[config.mk]
export PLATFORM = sky130hd
export DESIGN_NAME = lsa_aligner
export DESIGN_NICKNAME = d
export VERILOG_FILES = /design/src/rtl/lsa_pkg.sv /design/src/rtl/lsa_store_lanes.sv /design/src/rtl/lsa_load_lanes.sv /design/src/rtl/lsa_req_stage.sv /design/src/rtl/lsa_aligner.sv
export SDC_FILE = /design/constraint.sdc
export NUM_CORES = 1
export LEC_CHECK = 0
export BUFFER_PORTS_ARGS = -buffer_cell sky130_fd_sc_hd__buf_2
export CAP_MARGIN = 20
export CORE_ASPECT_RATIO = 0.5
export CORE_UTILIZATION = 30
export CTS_BUF_LIST = sky130_fd_sc_hd__clkbuf_16
export CTS_CLUSTER_SIZE = 25
export DETAILED_ROUTE_END_ITERATION = 7
export GPL_ROUTABILITY_DRIVEN = 0
export REMOVE_ABC_BUFFERS = 1
export SYNTH_ARGS = -nofsm -noshare
export SYNTH_HDL_FRONTEND = slang
export SYNTH_HIERARCHICAL = 1
export SYNTH_SLANG_ARGS = --single-unit
[constraint.sdc]
create_clock -name clk -period 4.45 [get_ports clk]
set_input_delay 0.6675 -clock clk [delete_from_list [all_inputs] [get_ports clk]]
set_output_delay 0.6675 -clock clk [all_outputs]
set_load 0.05 [all_outputs]
[src/rtl/lsa_pkg.sv]
package lsa_pkg;

    localparam int unsigned ADDR_W  = 32;
    localparam int unsigned DATA_W  = 32;
    localparam int unsigned LANES   = DATA_W / 8;
    localparam int unsigned OFS_W   = $clog2(LANES);
    localparam int unsigned WADDR_W = ADDR_W - OFS_W;

    typedef enum logic [1:0] {
        SZ_BYTE = 2'b00,
        SZ_HALF = 2'b01,
        SZ_WORD = 2'b10,
        SZ_RSVD = 2'b11
    } acc_size_e;

    // Lane bookkeeping carried alongside an access
    typedef struct packed {
        logic [OFS_W-1:0] shift;
        acc_size_e        size;
    } lane_ctx_t;

    function automatic int unsigned size_lanes(acc_size_e s);
        case (s)
            SZ_BYTE: return 1;
            SZ_HALF: return 2;
            SZ_WORD: return LANES;
            default: return 0;
        endcase
    endfunction

    function automatic logic is_misaligned(acc_size_e s, logic [OFS_W-1:0] ofs);
        case (s)
            SZ_BYTE: return 1'b0;
            SZ_HALF: return ofs[0];
            SZ_WORD: return |ofs;
            default: return 1'b1;
        endcase
    endfunction

    // Lowest lane occupied by an aligned access
    function automatic logic [OFS_W-1:0] lane_shift(acc_size_e s, logic [OFS_W-1:0] ofs,
                                                    logic big);
        int unsigned t;
        if (big) t = LANES - size_lanes(s) - int'(ofs);
        else     t = int'(ofs);
        return t[OFS_W-1:0];
    endfunction

    function automatic logic [LANES-1:0] size_mask(acc_size_e s);
        logic [LANES-1:0] m;
        m = '0;
        for (int i = 0; i < LANES; i++) begin
            if (i < int'(size_lanes(s))) m[i] = 1'b1;
        end
        return m;
    endfunction

endpackage

[src/rtl/lsa_store_lanes.sv]
module lsa_store_lanes
    import lsa_pkg::*;
(
    input  acc_size_e         size,
    input  logic [OFS_W-1:0]  shift,
    input  logic [DATA_W-1:0] data_in,
    output logic [LANES-1:0]  be,
    output logic [DATA_W-1:0] data_out
);
    logic [DATA_W-1:0] shifted;
    logic [LANES-1:0]  lane_en;

    always_comb begin
        lane_en = size_mask(size) << shift;
        shifted = data_in << {shift, 3'b000};
    end

    assign be = lane_en;

    for (genvar g = 0; g < LANES; g++) begin : g_lane
        assign data_out[8*g +: 8] = lane_en[g] ? shifted[8*g +: 8] : 8'h00;
    end
endmodule

[src/rtl/lsa_load_lanes.sv]
module lsa_load_lanes
    import lsa_pkg::*;
(
    input  lane_ctx_t         ctx,
    input  logic [DATA_W-1:0] word_in,
    output logic [DATA_W-1:0] data_out
);
    logic [DATA_W-1:0] shifted;
    logic [LANES-1:0]  keep;

    always_comb begin
        shifted = word_in >> {ctx.shift, 3'b000};
        keep    = size_mask(ctx.size);
    end

    for (genvar g = 0; g < LANES; g++) begin : g_lane
        assign data_out[8*g +: 8] = keep[g] ? shifted[8*g +: 8] : 8'h00;
    end
endmodule

[src/rtl/lsa_req_stage.sv]
module lsa_req_stage
    import lsa_pkg::*;
(
    input  logic               clk,
    input  logic               rst,
    input  logic               big,
    input  logic               req_valid,
    input  logic [ADDR_W-1:0]  req_addr,
    input  acc_size_e          req_size,
    input  logic               req_write,
    input  logic [DATA_W-1:0]  req_wdata,
    output logic               mem_valid,
    output logic               mem_write,
    output logic [WADDR_W-1:0] mem_waddr,
    output logic [LANES-1:0]   mem_be,
    output logic [DATA_W-1:0]  mem_wdata,
    output lane_ctx_t          mem_ctx,
    output logic               fault
);
    logic [OFS_W-1:0]  ofs;
    logic              bad;
    logic [OFS_W-1:0]  shift_c;
    logic [LANES-1:0]  be_c;
    logic [DATA_W-1:0] wd_c;

    always_comb begin
        ofs     = req_addr[OFS_W-1:0];
        bad     = is_misaligned(req_size, ofs);
        shift_c = lane_shift(req_size, ofs, big);
    end

    lsa_store_lanes u_store (
        .size     (req_size),
        .shift    (shift_c),
        .data_in  (req_wdata),
        .be       (be_c),
        .data_out (wd_c)
    );

    always_ff @(posedge clk) begin
        if (rst) begin
            mem_valid <= 1'b0;
            mem_write <= 1'b0;
            mem_waddr <= '0;
            mem_be    <= '0;
            mem_wdata <= '0;
            mem_ctx   <= '0;
            fault     <= 1'b0;
        end else begin
            mem_valid <= req_valid && !bad;
            fault     <= req_valid && bad;
            if (req_valid && !bad) begin
                mem_write <= req_write;
                mem_waddr <= req_addr[ADDR_W-1:OFS_W];
                mem_be    <= be_c;
                mem_wdata <= req_write ? wd_c : '0;
                mem_ctx   <= '{shift: shift_c, size: req_size};
            end else begin
                mem_be    <= '0;
                mem_write <= 1'b0;
            end
        end
    end

    p_fault_blocks_access_r4: assert property (@(posedge clk) disable iff (rst)
        fault |-> (!mem_valid && mem_be == '0));

    p_misaligned_faults_r4: assert property (@(posedge clk) disable iff (rst)
        (req_valid && is_misaligned(req_size, req_addr[OFS_W-1:0])) |=> fault);

    p_aligned_issues_r3: assert property (@(posedge clk) disable iff (rst)
        (req_valid && !is_misaligned(req_size, req_addr[OFS_W-1:0]))
        |=> (mem_valid && mem_waddr == $past(req_addr[ADDR_W-1:OFS_W])));
endmodule

[src/rtl/lsa_aligner.sv]
module lsa_aligner
    import lsa_pkg::*;
(
    input  logic               clk,
    input  logic               rst,
    input  logic               endian_big_in,
    input  logic               req_valid,
    input  logic [ADDR_W-1:0]  req_addr,
    input  logic [1:0]         req_size,
    input  logic               req_write,
    input  logic [DATA_W-1:0]  req_wdata,
    output logic               mem_valid,
    output logic               mem_write,
    output logic [WADDR_W-1:0] mem_waddr,
    output logic [LANES-1:0]   mem_be,
    output logic [DATA_W-1:0]  mem_wdata,
    input  logic [DATA_W-1:0]  mem_rdata,
    output logic               rsp_valid,
    output logic [DATA_W-1:0]  rsp_data,
    output logic               fault
);
    logic      endian_q;
    lane_ctx_t issue_ctx;
    lane_ctx_t rd_ctx;

    // Byte order is only ever loaded while reset is held
    always_ff @(posedge clk) begin
        if (rst) endian_q <= endian_big_in;
    end

    lsa_req_stage u_req (
        .clk       (clk),
        .rst       (rst),
        .big       (endian_q),
        .req_valid (req_valid),
        .req_addr  (req_addr),
        .req_size  (acc_size_e'(req_size)),
        .req_write (req_write),
        .req_wdata (req_wdata),
        .mem_valid (mem_valid),
        .mem_write (mem_write),
        .mem_waddr (mem_waddr),
        .mem_be    (mem_be),
        .mem_wdata (mem_wdata),
        .mem_ctx   (issue_ctx),
        .fault     (fault)
    );

    always_ff @(posedge clk) begin
        if (rst) begin
            rsp_valid <= 1'b0;
            rd_ctx    <= '0;
        end else begin
            rsp_valid <= mem_valid && !mem_write;
            if (mem_valid && !mem_write) rd_ctx <= issue_ctx;
        end
    end

    lsa_load_lanes u_load (
        .ctx      (rd_ctx),
        .word_in  (mem_rdata),
        .data_out (rsp_data)
    );

    p_endian_held_r2: assert property (@(posedge clk) disable iff (rst)
        1'b1 |=> $stable(endian_q));

    p_lane_count_r5: assert property (@(posedge clk) disable iff (rst)
        mem_valid |-> ($countones(mem_be) == 1 || $countones(mem_be) == 2
                       || $countones(mem_be) == LANES));

    p_read_returns_r7: assert property (@(posedge clk) disable iff (rst)
        (mem_valid && !mem_write) |=> rsp_valid);

    p_no_rsp_r8: assert property (@(posedge clk) disable iff (rst)
        ((mem_valid && mem_write) || fault) |=> !rsp_valid);

    p_byte_zero_ext_r7: assert property (@(posedge clk) disable iff (rst)
        (rsp_valid && rd_ctx.size == SZ_BYTE) |-> (rsp_data[DATA_W-1:8] == '0));
endmodule

* Word-level counts from Yosys, hierarchy flattened
Cells that the tools add are included.
** Cells by class
- $add $sub $neg :: 2
- Magnitude comparators :: 8
- Eq/ne operators :: 4
- Shift operators :: 3
- Muxes and demuxes :: 22
- Bitwise gates (word level) :: 1
- Reductions and logical operators :: 9
** Operator list (count)
- $mux 8 :: 8
- $mux 32 :: 1
- $shl 32x5->32 :: 1
- $shr 32x5->32 :: 1
- $pmux 3 s3 :: 2
- $lt 1x3->1 const A :: 4
- $lt 2x3->1 const A :: 4
- $mux 1 :: 8
- $eq 2x1->1 const B :: 2
- $eq 2x2->1 const B :: 2
- $logic_not 2->1 :: 2
- $mux 2 :: 2
- $reduce_or 2->1 :: 2
- $shl 4x2->4 :: 1
- $logic_and 1x1->1 :: 3
- $pmux 1 s3 :: 1
- $logic_not 1->1 :: 2
- $sub 1x2->2 const A :: 1
- $sub 2x2->2 :: 1
- $not 1->1 :: 1
** Word-level totals
- Register bits after elaboration :: 79
- Bits of input ports :: 103
- Output and inout bits :: 102
- Logic and storage cells :: 61

* Depth between registers and ports, before layout
- Depth in word-level cells :: 9
- Depth in mapped cells :: 12
- Depth with buffers taken out :: 10

* Cells and area by module
Netlist, hierarchy kept.
** Modules (own cells, without submodules)
- lsa_req_stage :: times used 1, cells an instance 318, area each 2616.3 sq um, seq. area each 1461.4 sq um
- lsa_store_lanes :: times used 1, cells an instance 96, area each 772.0 sq um, seq. area each 0.0 sq um
- lsa_load_lanes :: times used 1, cells an instance 89, area each 641.9 sq um, seq. area each 0.0 sq um
- lsa_aligner :: times used 1, cells an instance 20, area each 241.5 sq um, seq. area each 130.1 sq um

* Worst setup path before layout
OpenSTA, ideal clock, no wires.
- Kind :: register to output
- Start :: reg rd_ctx[0] (netlist name)
- End :: out rsp_data[9]
- Arrival :: 2.046 ns
- Required time :: 3.783 ns
- Setup slack :: 1.737 ns
- Cell stages (with the launch flop) :: 5
- Buffers on the path :: 1
- Path through :: dfxtp_1 > inv_1 > ha_1 > clkbuf_1 > o31ai_1
** On the way
- Longest elaborated chain between the ends :: 5
- Elaborated cells between the ends (all ways) :: 7
- Classes of those cells :: order compare (1); eq/ne (2); mux (3); reduce/logical (1)
** RTL lines
- from (decl) :: line lsa_aligner.sv:24 : lane_ctx_t rd_ctx;
- from (signal assigned) :: line lsa_aligner.sv:55 : if (mem_valid && !mem_write) rd_ctx <= issue_ctx;
- $eq 2x2->1, or another cell as far along :: line lsa_pkg.sv:23 : case (s)
- $pmux 3 s3 * :: line lsa_pkg.sv:23
- $lt 1x3->1 * :: line lsa_pkg.sv:53 : if (i < int'(size_lanes(s))) m[i] = 1'b1;
- $mux 1 * :: line lsa_pkg.sv:53
- $mux 8 * :: line lsa_load_lanes.sv:17 : assign data_out[8*g +: 8] = keep[g] ? shifted[8*g +: 8] : 8'h00;
- to (decl) :: line lsa_aligner.sv:19 : output logic [DATA_W-1:0] rsp_data,
Mark *: on every way between the ends. The rest lies on a longest branch, timed or not.

* Worst setup path in the final report
- Start :: in req_size[1]
- End :: reg u_req.mem_wdata[21]
** On the way
- Longest elaborated chain between the ends :: 9
- Elaborated cells between the ends (all ways) :: 23
- Classes of those cells :: add/sub (2); order compare (4); eq/ne (2); shift (2); mux (10); reduce/logical (3)
** RTL lines
- from (decl) :: line lsa_aligner.sv:9 : input logic [1:0] req_size,
- $eq 2x2->1, or another cell as far along :: line lsa_pkg.sv:23
- $pmux 3 s3 * :: line lsa_pkg.sv:23
- $mux 2 * :: line lsa_pkg.sv:44 : if (big) t = LANES - size_lanes(s) - int'(ofs);
- $sub 1x2->2 * :: line lsa_pkg.sv:44
- $sub 2x2->2 * :: line lsa_pkg.sv:44
- $mux 2 * :: line lsa_pkg.sv:44
- net u_req.shift_c[1] :: line lsa_req_stage.sv:22 : logic [OFS_W-1:0] shift_c;
- $shl 32x5->32 / $shl 4x2->4 (equally long branches) :: line lsa_store_lanes.sv:15, lsa_store_lanes.sv:14
- $mux 8 * :: line lsa_store_lanes.sv:21 : assign data_out[8*g +: 8] = lane_en[g] ? shifted[8*g +: 8] : 8'h00;
- net u_req.wd_c[21] :: line lsa_req_stage.sv:24 : logic [DATA_W-1:0] wd_c;
- $mux 32 * :: line lsa_req_stage.sv:56 : mem_wdata <= req_write ? wd_c : '0;
- to (signal assigned) :: line lsa_req_stage.sv:56
- to (decl) :: line lsa_req_stage.sv:16 : output logic [DATA_W-1:0] mem_wdata,
Mark *: on every way through the listed nets, which the timed path passes. The rest lies on a longest branch. The select of a mux whose other input is x is not followed.
A chain may end at the register's enable or synchronous reset.

==> impl_metrics.py <==
metrics = {
    "outcome": {
        "status": "finished clean",
    },
    "cts": {
        "cts-buffers-inserted": 9,
        "clk_latency_ns": 0.33,
        "cts_tree": "built",
        "clkTransAtPathRegs_ns": 0.06,
        "cts_root_buf": "clkbuf_16",
        "cts_resized": 0,
        "cts.sinks": 79,
        "post_cts_buffers": 0,
        "clockBufferDepth": 2,
        "cts_hold_buf": 0,
        "cts_htree_levels": 3,
    },
    "power_and_ir_drop": {
        "leakagePower_nw": 2.485,
        "total_power_mw": 1.921,
        "ir_drop_mv": 0.1978,
        "power_density_nw_per_um2": 341.1,
    },
    "logic_synthesis": {
        "yosys.area.top_type_share_pct": 36.56,
        "yosysSeqAreaShare_pct": 37.26,
        "ys_seq_elements": 79,
        "yosysTopAreaCell": "dfxtp_1",
        "synth-async-reset-ratio_pct": 0,
        "ys_types": 42,
        "syn-cell-area_um2": 4272,
        "yosysMostFrequentCell": "nand2_1",
        "synth_ff_type": "dfxtp_1",
        "synth_area_per_cell_um2": 8.167,
        "synth_edf_count": 1,
        "synth_cells": 523,
        "synth.area.top_cells": "dfxtp_1 (37%), nand2_1 (8.8%), mux2i_1 (8.0%), a21oi_1 (7.9%), a211oi_1 (3.9%)",
        "yosysWarningCount": 6,
        "synthTopCellsByCount": "nand2_1 (100), dfxtp_1 (78), a21oi_1 (67), mux2i_1 (34), nand3_1 (33)",
    },
    "timing": {
        "layout_setup_ws_ns": 1.353,
        "post-route-min-period_ns": 3.097,
        "worstMarginPinSlew_ns": 0.9677,
        "holdWs_ns": 0.4487,
        "fmax_mhz": 322.9,
        "maxSlewViolCount": 0,
        "timing_hold_violations_final": 0,
        "setup_viol": 0,
        "slew_headroom_pct": 35.48,
        "rsz0062_at_grt": "no",
        "fin_worst_skew_ns": 0.006377,
        "min_period_over_period_pct": 69.59,
        "tns_ns": 0,
    },
    "floorplan": {
        "die_area_um2": 14750,
        "pin_count": 205,
        "core_area_um2": 13740,
        "fp.dieW_um": 170.8,
        "rows": 30,
        "initial_core_util_pct": 31.09,
        "die_y_um": 86.38,
    },
    "hold_path": {
        "hold_path_class": "flop to flop",
        "whs_path_depth": 2,
    },
    "critical_path": {
        "path_max_fanout": 24,
        "cp-startpoint": "req_size[1]",
        "endpoint": "u_req/mem_wdata[21]$_SDFFE_PP0P_",
        "max_stage_delay_ns": 0.57,
        "cp-end-kind": "flop",
        "r2r_setup_slack_ns": 1.93,
        "cp_cell_sequence": "buf_2, or2_2, ha_1, nand2b_1, mux2i_1, xor2_4, buf_4, nor2b_1, a2bb2oi_1, nor2_1, nand3_1, a21oi_1",
        "required_ns": 4.69,
        "critPathKind": "input pin to flop",
        "r2r-start": "endian_q$_DFFE_PP_",
        "startpoint_type": "input pin",
        "r2r.worst_path.cells": 9,
        "cp.arrival_ns": 3.34,
        "rr_endpoint": "u_req/mem_wdata[21]$_SDFFE_PP0P_",
        "cpMaxStageDelayCell": "nor2b_1",
    },
    "global_routing": {
        "overflow": 0,
        "antenna_found_initial": 0,
        "grt_usage_pct": 16.08,
        "grt_pass1_wl_um": 18820,
        "grt_pass1_vias": 3657,
        "grt_max_degree": 53,
    },
    "detailed_routing": {
        "vias": 4181,
        "dr.pass1.iters": 4,
        "wl_um": 12600,
        "first_iter_violations": 193,
        "postRouteAntennaNets": 0,
        "vias_per_cell": 4.666,
        "drc": 0,
        "wl_per_cell_um": 14.06,
    },
    "cells_and_area": {
        "layout-drive-gt1-share_pct": 36.36,
        "post-route-util_pct": 40.99,
        "final_nets": 807,
        "area_delta_synth_final_pct": 31.84,
        "finalNonFillerCells": 896,
        "final_area_um2": 5632,
        "num_antenna_cells": 0,
    },
    "placement": {
        "hpwl_um": 9067,
        "dpl_worst_slack_ns": 1.056,
        "place_area_um2": 5343,
        "dp_cells": 880,
        "portBuffers": 204,
    },
    "job": {
        "cap_violations": 0,
    },
}
## critical path, delay by kind of cell
family | cells | cell delay [ns]
AND/OR/NAND/NOR | 5 | 1.21
buffers and inverters | 2 | 0.41
multiplexers | 1 | 0.32
AO/OA/AOI/OAI | 2 | 0.32
XOR/XNOR | 1 | 0.21
adder cells (fa/ha/maj) | 1 | 0.19
## how the worst min path moves through the flow
| stage | startpoint | to |
|---|---|---|
| 5_1_grt | u_req/mem_waddr[13]$_SDFFE_PP0P_ | u_req/mem_waddr[13]$_SDFFE_PP0P_ |
| 4_1_cts | u_req/mem_wdata[0]$_SDFFE_PP0P_ | u_req/mem_wdata[0]$_SDFFE_PP0P_ |
| 6_report | u_req/mem_waddr[25]$_SDFFE_PP0P_ | u_req/mem_waddr[25]$_SDFFE_PP0P_ |
| 3_3_place_gp | u_req/mem_wdata[23]$_SDFFE_PP0P_ | u_req/mem_wdata[23]$_SDFFE_PP0P_ |
| 3_5_place_dp | u_req/mem_wdata[1]$_SDFFE_PP0P_ | u_req/mem_wdata[1]$_SDFFE_PP0P_ |
| 2_1_floorplan | u_req/mem_ctx[0]$_SDFFE_PP0P_ | u_req/mem_ctx[0]$_SDFFE_PP0P_ |
## layer usage
metal | GRT usage [%] | up-vias | wire length (µm)
met1 | 20.19 | 1917 | 5831
met3 | 2.785 | 8 | 570
met5 | 0 | - | 0
met4 | 3.931 | 0 | 99
li1 | - | 2146 | -
met2 | 28.72 | 110 | 6094
## cell type report
class | instances | area (µm²)
Multi-Input combinational cell | 392 | 2419
Sequential cell | 79 | 1592
Tap cell | 192 | 240.2
Clock buffer | 9 | 225.2
Timing Repair Buffer | 210 | 1066
Inverter | 7 | 26.28
Clock inverter | 7 | 63.81
Fill cell | 1440 | 8107
## registers in the layout, summed over array words and instances, names as in the netlist
register,cells
u_req/mem_wdata,32
u_req/mem_write,1
rsp_valid,1
u_req/fault,1
u_req/mem_ctx,4
u_req/mem_be,4
u_req/mem_waddr,30
endian_q,1
u_req/mem_valid,1
rd_ctx,4
## kinds of logic after synthesis
logic type | after synthesis | synth area share, %
fa+ha+maj | 5 | 1.465
xor+xnor | 1 | 0.2051
flops | 79 | 37.26
mux | 35 | 8.289
simple gates | 226 | 26.48
compound gates | 125 | 19.27
buf+inv | 52 | 7.030
## layout by cell type (no fill, tap or decap), types with 2 or more instances in the layout
cell type   instances
buf_2             204
nand2_1           100
dfxtp_1            78
a21oi_1            67
mux2i_1            34
nand3_1            33
a211oi_1           22
and2_1             21
nor2_1             18
nor2b_1            16
nand2b_1           15
clkbuf_16           9
o22ai_1             8
a2bb2oi_1           8
nor2_2              8
a211oi_2            8
buf_4               6
inv_1               5
ha_1                5
nand4bb_1           4
o21ai_1             4
and2b_1             4
inv_2               3
clkinvlp_4          2
o21ai_4             2
## power breakdown
group	switching [mW]	internal, mW
logic	0.304	0.152
clock network	0.287	0.430
registers	0.0139	0.734
Power figures use the tool's default switching activity.
